$ cat src/rtl/hebb_pkg.sv
package hebb_pkg;
  typedef enum logic {
    ST_IDLE = 1'b0,
    ST_EMIT = 1'b1
  } hebb_state_e;

  localparam int unsigned WCODE_W = 2;
endpackage

$ cat src/rtl/hebb_pat_store.sv
module hebb_pat_store #(
  parameter int unsigned NEURONS = 9,
  parameter int unsigned MAX_PAT = 3,
  parameter int unsigned CNT_W   = 2
) (
  input  logic                              clk,
  input  logic                              rst_n,
  input  logic                              wr_en,
  input  logic [NEURONS-1:0]                wr_data,
  input  logic                              clr,
  output logic [MAX_PAT-1:0][NEURONS-1:0]   pats,
  output logic [CNT_W-1:0]                  count,
  output logic                              full
);

  logic [CNT_W-1:0] count_q;

  for (genvar s = 0; s < MAX_PAT; s++) begin : g_slot
    logic [NEURONS-1:0] slot_q;
    always_ff @(posedge clk or negedge rst_n) begin
      if (!rst_n) begin
        slot_q <= '0;
      end else if (wr_en && (count_q == CNT_W'(s))) begin
        slot_q <= wr_data;
      end
    end
    assign pats[s] = slot_q;
  end

  always_ff @(posedge clk or negedge rst_n) begin
    if (!rst_n) begin
      count_q <= '0;
    end else if (clr) begin
      count_q <= '0;
    end else if (wr_en) begin
      count_q <= count_q + CNT_W'(1);
    end
  end

  assign count = count_q;
  assign full  = (count_q == CNT_W'(MAX_PAT));

  AST_COUNT_BOUND: assert property (@(posedge clk) disable iff (!rst_n)
    count_q <= CNT_W'(MAX_PAT));
  AST_NO_WRITE_WHEN_FULL: assert property (@(posedge clk) disable iff (!rst_n)
    wr_en |-> !full);

endmodule

$ cat src/rtl/hebb_pair_seq.sv
module hebb_pair_seq #(
  parameter int unsigned NEURONS = 9,
  parameter int unsigned POS_W   = 4,
  parameter int unsigned IDX_W   = 6
) (
  input  logic             clk,
  input  logic             rst_n,
  input  logic             restart,
  input  logic             advance,
  output logic [POS_W-1:0] row,
  output logic [POS_W-1:0] col,
  output logic [IDX_W-1:0] idx,
  output logic             last
);

  logic [POS_W-1:0] row_q, col_q;
  logic [IDX_W-1:0] idx_q;
  logic             row_end;

  assign row_end = (col_q == POS_W'(NEURONS - 1));
  assign last    = row_end && (row_q == POS_W'(NEURONS - 2));

  always_ff @(posedge clk or negedge rst_n) begin
    if (!rst_n) begin
      row_q <= '0;
      col_q <= POS_W'(1);
      idx_q <= '0;
    end else if (restart) begin
      row_q <= '0;
      col_q <= POS_W'(1);
      idx_q <= '0;
    end else if (advance && !last) begin
      if (row_end) begin
        row_q <= row_q + POS_W'(1);
        col_q <= row_q + POS_W'(2);
      end else begin
        col_q <= col_q + POS_W'(1);
      end
      idx_q <= idx_q + IDX_W'(1);
    end
  end

  assign row = row_q;
  assign col = col_q;
  assign idx = idx_q;

  AST_ROW_BELOW_COL: assert property (@(posedge clk) disable iff (!rst_n)
    row_q < col_q);
  AST_IDX_STEP: assert property (@(posedge clk) disable iff (!rst_n)
    (advance && !last && !restart) |=> (idx_q == $past(idx_q) + IDX_W'(1)));
  AST_RESTART_ORIGIN: assert property (@(posedge clk) disable iff (!rst_n)
    restart |=> (idx_q == '0) && (row_q == '0));

endmodule

$ cat src/rtl/hebb_weight_calc.sv
module hebb_weight_calc #(
  parameter int unsigned NEURONS = 9,
  parameter int unsigned MAX_PAT = 3,
  parameter int unsigned CNT_W   = 2,
  parameter int unsigned POS_W   = 4
) (
  input  logic [MAX_PAT-1:0][NEURONS-1:0] pats,
  input  logic [CNT_W-1:0]                count,
  input  logic [POS_W-1:0]                row,
  input  logic [POS_W-1:0]                col,
  output logic [hebb_pkg::WCODE_W-1:0]    code,
  output logic                            unrep
);

  localparam int unsigned SW = $clog2(3 * MAX_PAT + 8) + 1;

  logic [MAX_PAT-1:0] agree_vec;
  logic [SW-1:0]      agree;
  logic [SW-1:0]      biased;
  logic [SW-1:0]      shifted;

  for (genvar p = 0; p < MAX_PAT; p++) begin : g_agree
    assign agree_vec[p] = (CNT_W'(p) < count) && (pats[p][row] == pats[p][col]);
  end

  always_comb begin
    agree = '0;
    for (int p = 0; p < MAX_PAT; p++) begin
      agree = agree + SW'(agree_vec[p]);
    end
    biased  = (agree << 1) + SW'(3) + SW'(MAX_PAT) - SW'(count);
    shifted = biased - SW'(MAX_PAT);
    unrep   = (shifted > SW'(6)) || shifted[0];
    code    = unrep ? '0 : shifted[2:1];
  end

endmodule

$ cat src/rtl/hebb_weight_builder.sv
module hebb_weight_builder #(
  parameter  int unsigned NEURONS = 9,
  parameter  int unsigned MAX_PAT = 3,
  localparam int unsigned IDX_W   = $clog2(NEURONS * (NEURONS - 1) / 2)
) (
  input  logic                           clk,
  input  logic                           rst_n,
  input  logic                           pat_valid,
  output logic                           pat_ready,
  input  logic [NEURONS-1:0]             pat_data,
  input  logic                           start,
  output logic                           w_valid,
  input  logic                           w_ready,
  output logic [IDX_W-1:0]               w_idx,
  output logic [hebb_pkg::WCODE_W-1:0]   w_code,
  output logic                           done,
  output logic                           weight_err
);
  import hebb_pkg::*;

  localparam int unsigned CNT_W = $clog2(MAX_PAT + 1);
  localparam int unsigned POS_W = $clog2(NEURONS);

  hebb_state_e state_q;
  logic [MAX_PAT-1:0][NEURONS-1:0] pats;
  logic [CNT_W-1:0] count;
  logic             full;
  logic [POS_W-1:0] row, col;
  logic             last;
  logic             unrep;
  logic             start_go, accept, emitting, xfer, finish;
  logic             done_q, err_q;

  assign emitting = (state_q == ST_EMIT);
  assign start_go = start && !emitting;
  assign pat_ready = !emitting && !full;
  assign accept   = pat_valid && pat_ready;
  assign xfer     = emitting && w_ready;
  assign finish   = xfer && last;

  hebb_pat_store #(
    .NEURONS(NEURONS), .MAX_PAT(MAX_PAT), .CNT_W(CNT_W)
  ) u_store (
    .clk(clk), .rst_n(rst_n), .wr_en(accept), .wr_data(pat_data),
    .clr(finish), .pats(pats), .count(count), .full(full)
  );

  hebb_pair_seq #(
    .NEURONS(NEURONS), .POS_W(POS_W), .IDX_W(IDX_W)
  ) u_seq (
    .clk(clk), .rst_n(rst_n), .restart(start_go), .advance(xfer),
    .row(row), .col(col), .idx(w_idx), .last(last)
  );

  hebb_weight_calc #(
    .NEURONS(NEURONS), .MAX_PAT(MAX_PAT), .CNT_W(CNT_W), .POS_W(POS_W)
  ) u_calc (
    .pats(pats), .count(count), .row(row), .col(col),
    .code(w_code), .unrep(unrep)
  );

  always_ff @(posedge clk or negedge rst_n) begin
    if (!rst_n) begin
      state_q <= ST_IDLE;
    end else begin
      case (state_q)
        ST_IDLE: if (start_go) state_q <= ST_EMIT;
        ST_EMIT: if (finish)   state_q <= ST_IDLE;
        default:               state_q <= ST_IDLE;
      endcase
    end
  end

  always_ff @(posedge clk or negedge rst_n) begin
    if (!rst_n) begin
      done_q <= 1'b0;
      err_q  <= 1'b0;
    end else begin
      if (start_go || accept) begin
        done_q <= 1'b0;
      end else if (finish) begin
        done_q <= 1'b1;
      end
      if (start_go) begin
        err_q <= 1'b0;
      end else if (xfer && unrep) begin
        err_q <= 1'b1;
      end
    end
  end

  assign w_valid    = emitting;
  assign done       = done_q;
  assign weight_err = err_q;

  AST_STALL_HOLD: assert property (@(posedge clk) disable iff (!rst_n)
    (w_valid && !w_ready) |=> (w_valid && $stable(w_idx) && $stable(w_code)));
  AST_NO_LOAD_WHILE_EMIT: assert property (@(posedge clk) disable iff (!rst_n)
    w_valid |-> !pat_ready);
  AST_DONE_QUIET: assert property (@(posedge clk) disable iff (!rst_n)
    done |-> !w_valid);
  AST_DONE_AFTER_LAST: assert property (@(posedge clk) disable iff (!rst_n)
    finish |=> (done && !w_valid && pat_ready));
  AST_ERR_CLEARED: assert property (@(posedge clk) disable iff (!rst_n)
    start_go |=> !weight_err);

endmodule

$ cat config.mk
export PLATFORM = sky130hd
export DESIGN_NAME = hebb_weight_builder
export DESIGN_NICKNAME = d
export VERILOG_FILES = /design/src/rtl/hebb_pkg.sv /design/src/rtl/hebb_pat_store.sv /design/src/rtl/hebb_pair_seq.sv /design/src/rtl/hebb_weight_calc.sv /design/src/rtl/hebb_weight_builder.sv
export SDC_FILE = /design/constraint.sdc
export NUM_CORES = 1
export LEC_CHECK = 0
export ABC_AREA = 0
export BUFFER_PORTS_ARGS = -buffer_cell sky130_fd_sc_hd__buf_2
export CORE_ASPECT_RATIO = 1.25
export CORE_UTILIZATION = 60
export CTS_CLUSTER_SIZE = 25
export DETAILED_ROUTE_END_ITERATION = 10
export PLACE_DENSITY = 0.8
export SLEW_MARGIN = 20
export SYNTH_ARGS = -nofsm -noshare
export SYNTH_HDL_FRONTEND = slang
export SYNTH_HIERARCHICAL = 1
export SYNTH_SLANG_ARGS = --single-unit
$ cat constraint.sdc
create_clock -name clk -period 4 [get_ports clk]
set_clock_uncertainty 0.1 [all_clocks]
set_input_delay 0.2 -clock clk [delete_from_list [all_inputs] [get_ports clk]]
set_output_delay 0.2 -clock clk [all_outputs]
set_load 0.02 [all_outputs]
==> out/qor.csv <==
stage,metric,value,unit
final_layout,layout.nets,284,
setup_path,cp_max_fo,8,
setup_path,crit_path_end_kind,output port,
sta,setup_viol_count_final,0,
setup_path,critPathArrivalTime,3500,ps
floorplan,floorplan.initialDensity,63.9,%
floorplan,die_area,0.00510,mm^2
sta,period_share,94.9,%
synthesis,synth-main-ff-cell,dfrtp_1,
place,gp_congestion,0.847,
setup_path,cp.required,3700,ps
floorplan,core,0.00453,mm^2
detailed_routing,drt_iter0_drc,162,
final_layout,seq_area,0.00116,mm^2
sta,tightest_slew,738,ps
place,place.detailed.hpwl,4160,um
sta,maxSlewHeadroom,50.6,%
detailed_routing,drc,0,
global_routing,grt_max_degree,47,
synthesis,synth_cell_types,60,
detailed_routing,vias,1908,
sta,hold_viol,0,
synthesis,synth_edf_count,0,
sta,max_freq,263,MHz
place,numPortBuffers,25,
setup_path,path_class,flop to output port,
synthesis,synth-seq-cells,46,
sta,finalMaxSlewViolations,0,
place,place_inst,307,
synthesis,async_flop_share,100,%
floorplan,core.rowCount,27,
min_path,hp-class,input pin to flop,
clock_tree,cts_made_buffers,5,
clock_tree,cts_root_buffer,clkbuf_8,
final_layout,n_fill_cell,343,
setup_path,critPathMaxStageDelay,710,ps
synthesis,synth_seq_area_share,39.8,%
clock_tree,insertion_delay,300,ps
final_layout,multiInputGateArea,0.00163,mm^2
clock_tree,ctsLongestPathBuffers,2,
pwr,power,1.72,mW
clock_tree,clock_sinks,46,
detailed_routing,vias_per_cell,6.02,
final_layout,num_antenna_cells,0,
synthesis,yosys_warnings,6,
detailed_routing,drt_wl_total,5710,um
synthesis,synth.largest_area_cell,dfrtp_1,
synthesis,synthesis.nets,257,
sta,whs,27.5,ps
global_routing,antenna_found_initial,0,
synthesis,syn_area,0.00289,mm^2
detailed_routing,wire_per_inst,18.0,um
place,place_ws,461,ps
global_routing,grt_pass1_vias,1924,
final_layout,drive_above_1_share,36.3,%
sta,rsz0062_at_grt,no,
job,cap_violations,0,
setup_path,crit_chain,"mux4_2, a22oi_2, a21boi_2, mux2i_1, a21oi_1, fa_1, ha_1, ha_1, nand2b_1, nor2_1, buf_2",
clock_tree,clkTransAtPathRegs,100,ps
setup_path,critPathBufInv,1,
synthesis,synth_cells,231,
floorplan,io_pins,26,
pwr,power_density,549,mW/mm^2
floorplan,dieWidth,64.1,um
global_routing,grt_pass1_wl,9540,um
sta,fin_ws,203,ps
detailed_routing,ant_nets,0,
synthesis,yosysMostFrequentCell,dfrtp_1,
synthesis,netlist.area_leader.share,38.9,%
setup_path,critical-path-slowest-cell,dfstp_4,
global_routing,overflow,0,
setup_path,crit_path_start_kind,flop,
sta,period_needed,3800,ps
synthesis,synth_area_leaders,"dfrtp_1 39%, mux2_4 14%, mux4_2 7.8%, ha_1 4.8%, nor2_1 3.1%",
setup_path,crit_family,adder cells,
final_layout,area_growth,8.65,%
detailed_routing,first_pass_iters,4,
floorplan,die_h,79.6,um
pwr,ir_drop,0.000276,V
clock_tree,h-tree-depth,2,
setup_path,cp_common_cell,ha_1,
synthesis,syn_avg_cell_area,12.5,um^2
synthesis,synthTopCellsByCount,"45 x dfrtp_1, 27 x mux2_4, 24 x nor2_1, 11 x ha_1, 11 x nand2_1",
sta,fin_setup_tns,0,ps
clock_tree,cts_tree,yes,
pwr,p_leak,1.51,nW
global_routing,grt_util_all_layers,25.4,%
run_status,run_status,completed,
final_layout,instances_no_fill,317,
report_power, final:
part / switching [mW] / internal, mW / total (mW)
Sequential: 0.190 / 0.563 / 0.752
Combinational: 0.348 / 0.332 / 0.679
Clock: 0.167 / 0.126 / 0.293
logic make-up after synthesis:
family	after synthesis	share of synthesized area, %
AO/OA/AOI/OAI	36	9.26
XOR/XNOR	7	2.12
adder cells (fa/ha/maj)	12	5.45
buffers and inverters	18	3.85
flip-flops	46	39.8
multiplexers	46	25.5
AND/OR/NAND/NOR	66	14.0
repair_timing:
item	in CTS	in global routing
endpoints found under the setup margin	0	2
setup buffers	0	1
resized for setup	0	4
hold buffers	1	0
endpoints found under the hold margin	45	0
routing by layer:
metal  up-vias  track usage [%]  routed length, um
met5         -                0                  0
met4         0             10.2                 66
met3         4             4.29                148
met2        41             43.5               3020
met1       962             31.7               2470
li1        901                -                  -
state kept, by name, indices dropped and copies added, names as in the netlist:
name                   cells
u_seq/row                  4
w_valid                    1
u_store/g_slot.slot_q     27
weight_err                 1
u_store/count              2
done                       1
u_seq/idx                  6
u_seq/col                  4
tightest hold or removal path, delay by kind of cell:
| kind | cells | cell delay [ps] |
|---|---|---|
| buf+inv | 1 | 80 |
| simple gates | 2 | 100 |
final cells by class:
cell class                      instances  share of cell area, %
Tap cell                               58                   2.31
Multi-Input combinational cell        167                   51.9
Clock inverter                          3                  0.796
Clock buffer                            5                   2.19
Inverter                               10                   1.19
Timing Repair Buffer                   28                   4.78
Sequential cell                        46                   36.9
path summary, 6_finish.rpt:
check	from	end	slack (ps)	cells past startpoint
min in group asynchronous	rst_n	u_seq/idx[0]	330	2
min reg2reg	weight_err	weight_err	420	2
max reg2reg	u_seq/col[0]	weight_err	710	10
max	u_seq/col[0]	w_code[0]	200	11
min	start	w_valid	30	3
max in group asynchronous	rst_n	u_seq/col[1]	3070	2
stage by stage:
step	utilization [%]	cell area, um^2
5_1_grt	69.4	3140
4_1_cts	69.1	3130
3_5_place_dp	66.8	3020
2_1_floorplan	-	2890
6_report	69.4	3140
3_3_place_gp	66.8	3020
layout by cell type (no fill, tap or decap), types with 2 or more instances in the layout:
cell type,synthesis,layout
ha_1,11,11
nand2_1,11,11
buf_4,1,2
dfrtp_1,45,43
o21ai_0,4,4
a22o_1,2,2
nand2_8,3,3
a31oi_1,3,3
dfrtp_2,0,2
clkbuf_8,1,5
and3b_1,2,2
mux4_2,10,10
a21oi_1,10,10
nand3_1,3,3
mux2i_1,7,7
xor2_1,3,3
nor2b_1,4,4
mux2_4,27,27
nor2_1,24,24
nand3b_1,2,2
inv_1,10,10
nand4_1,2,2
xnor2_1,4,4
buf_2,0,25
Note: power is estimated with default switching activity, not from simulation.
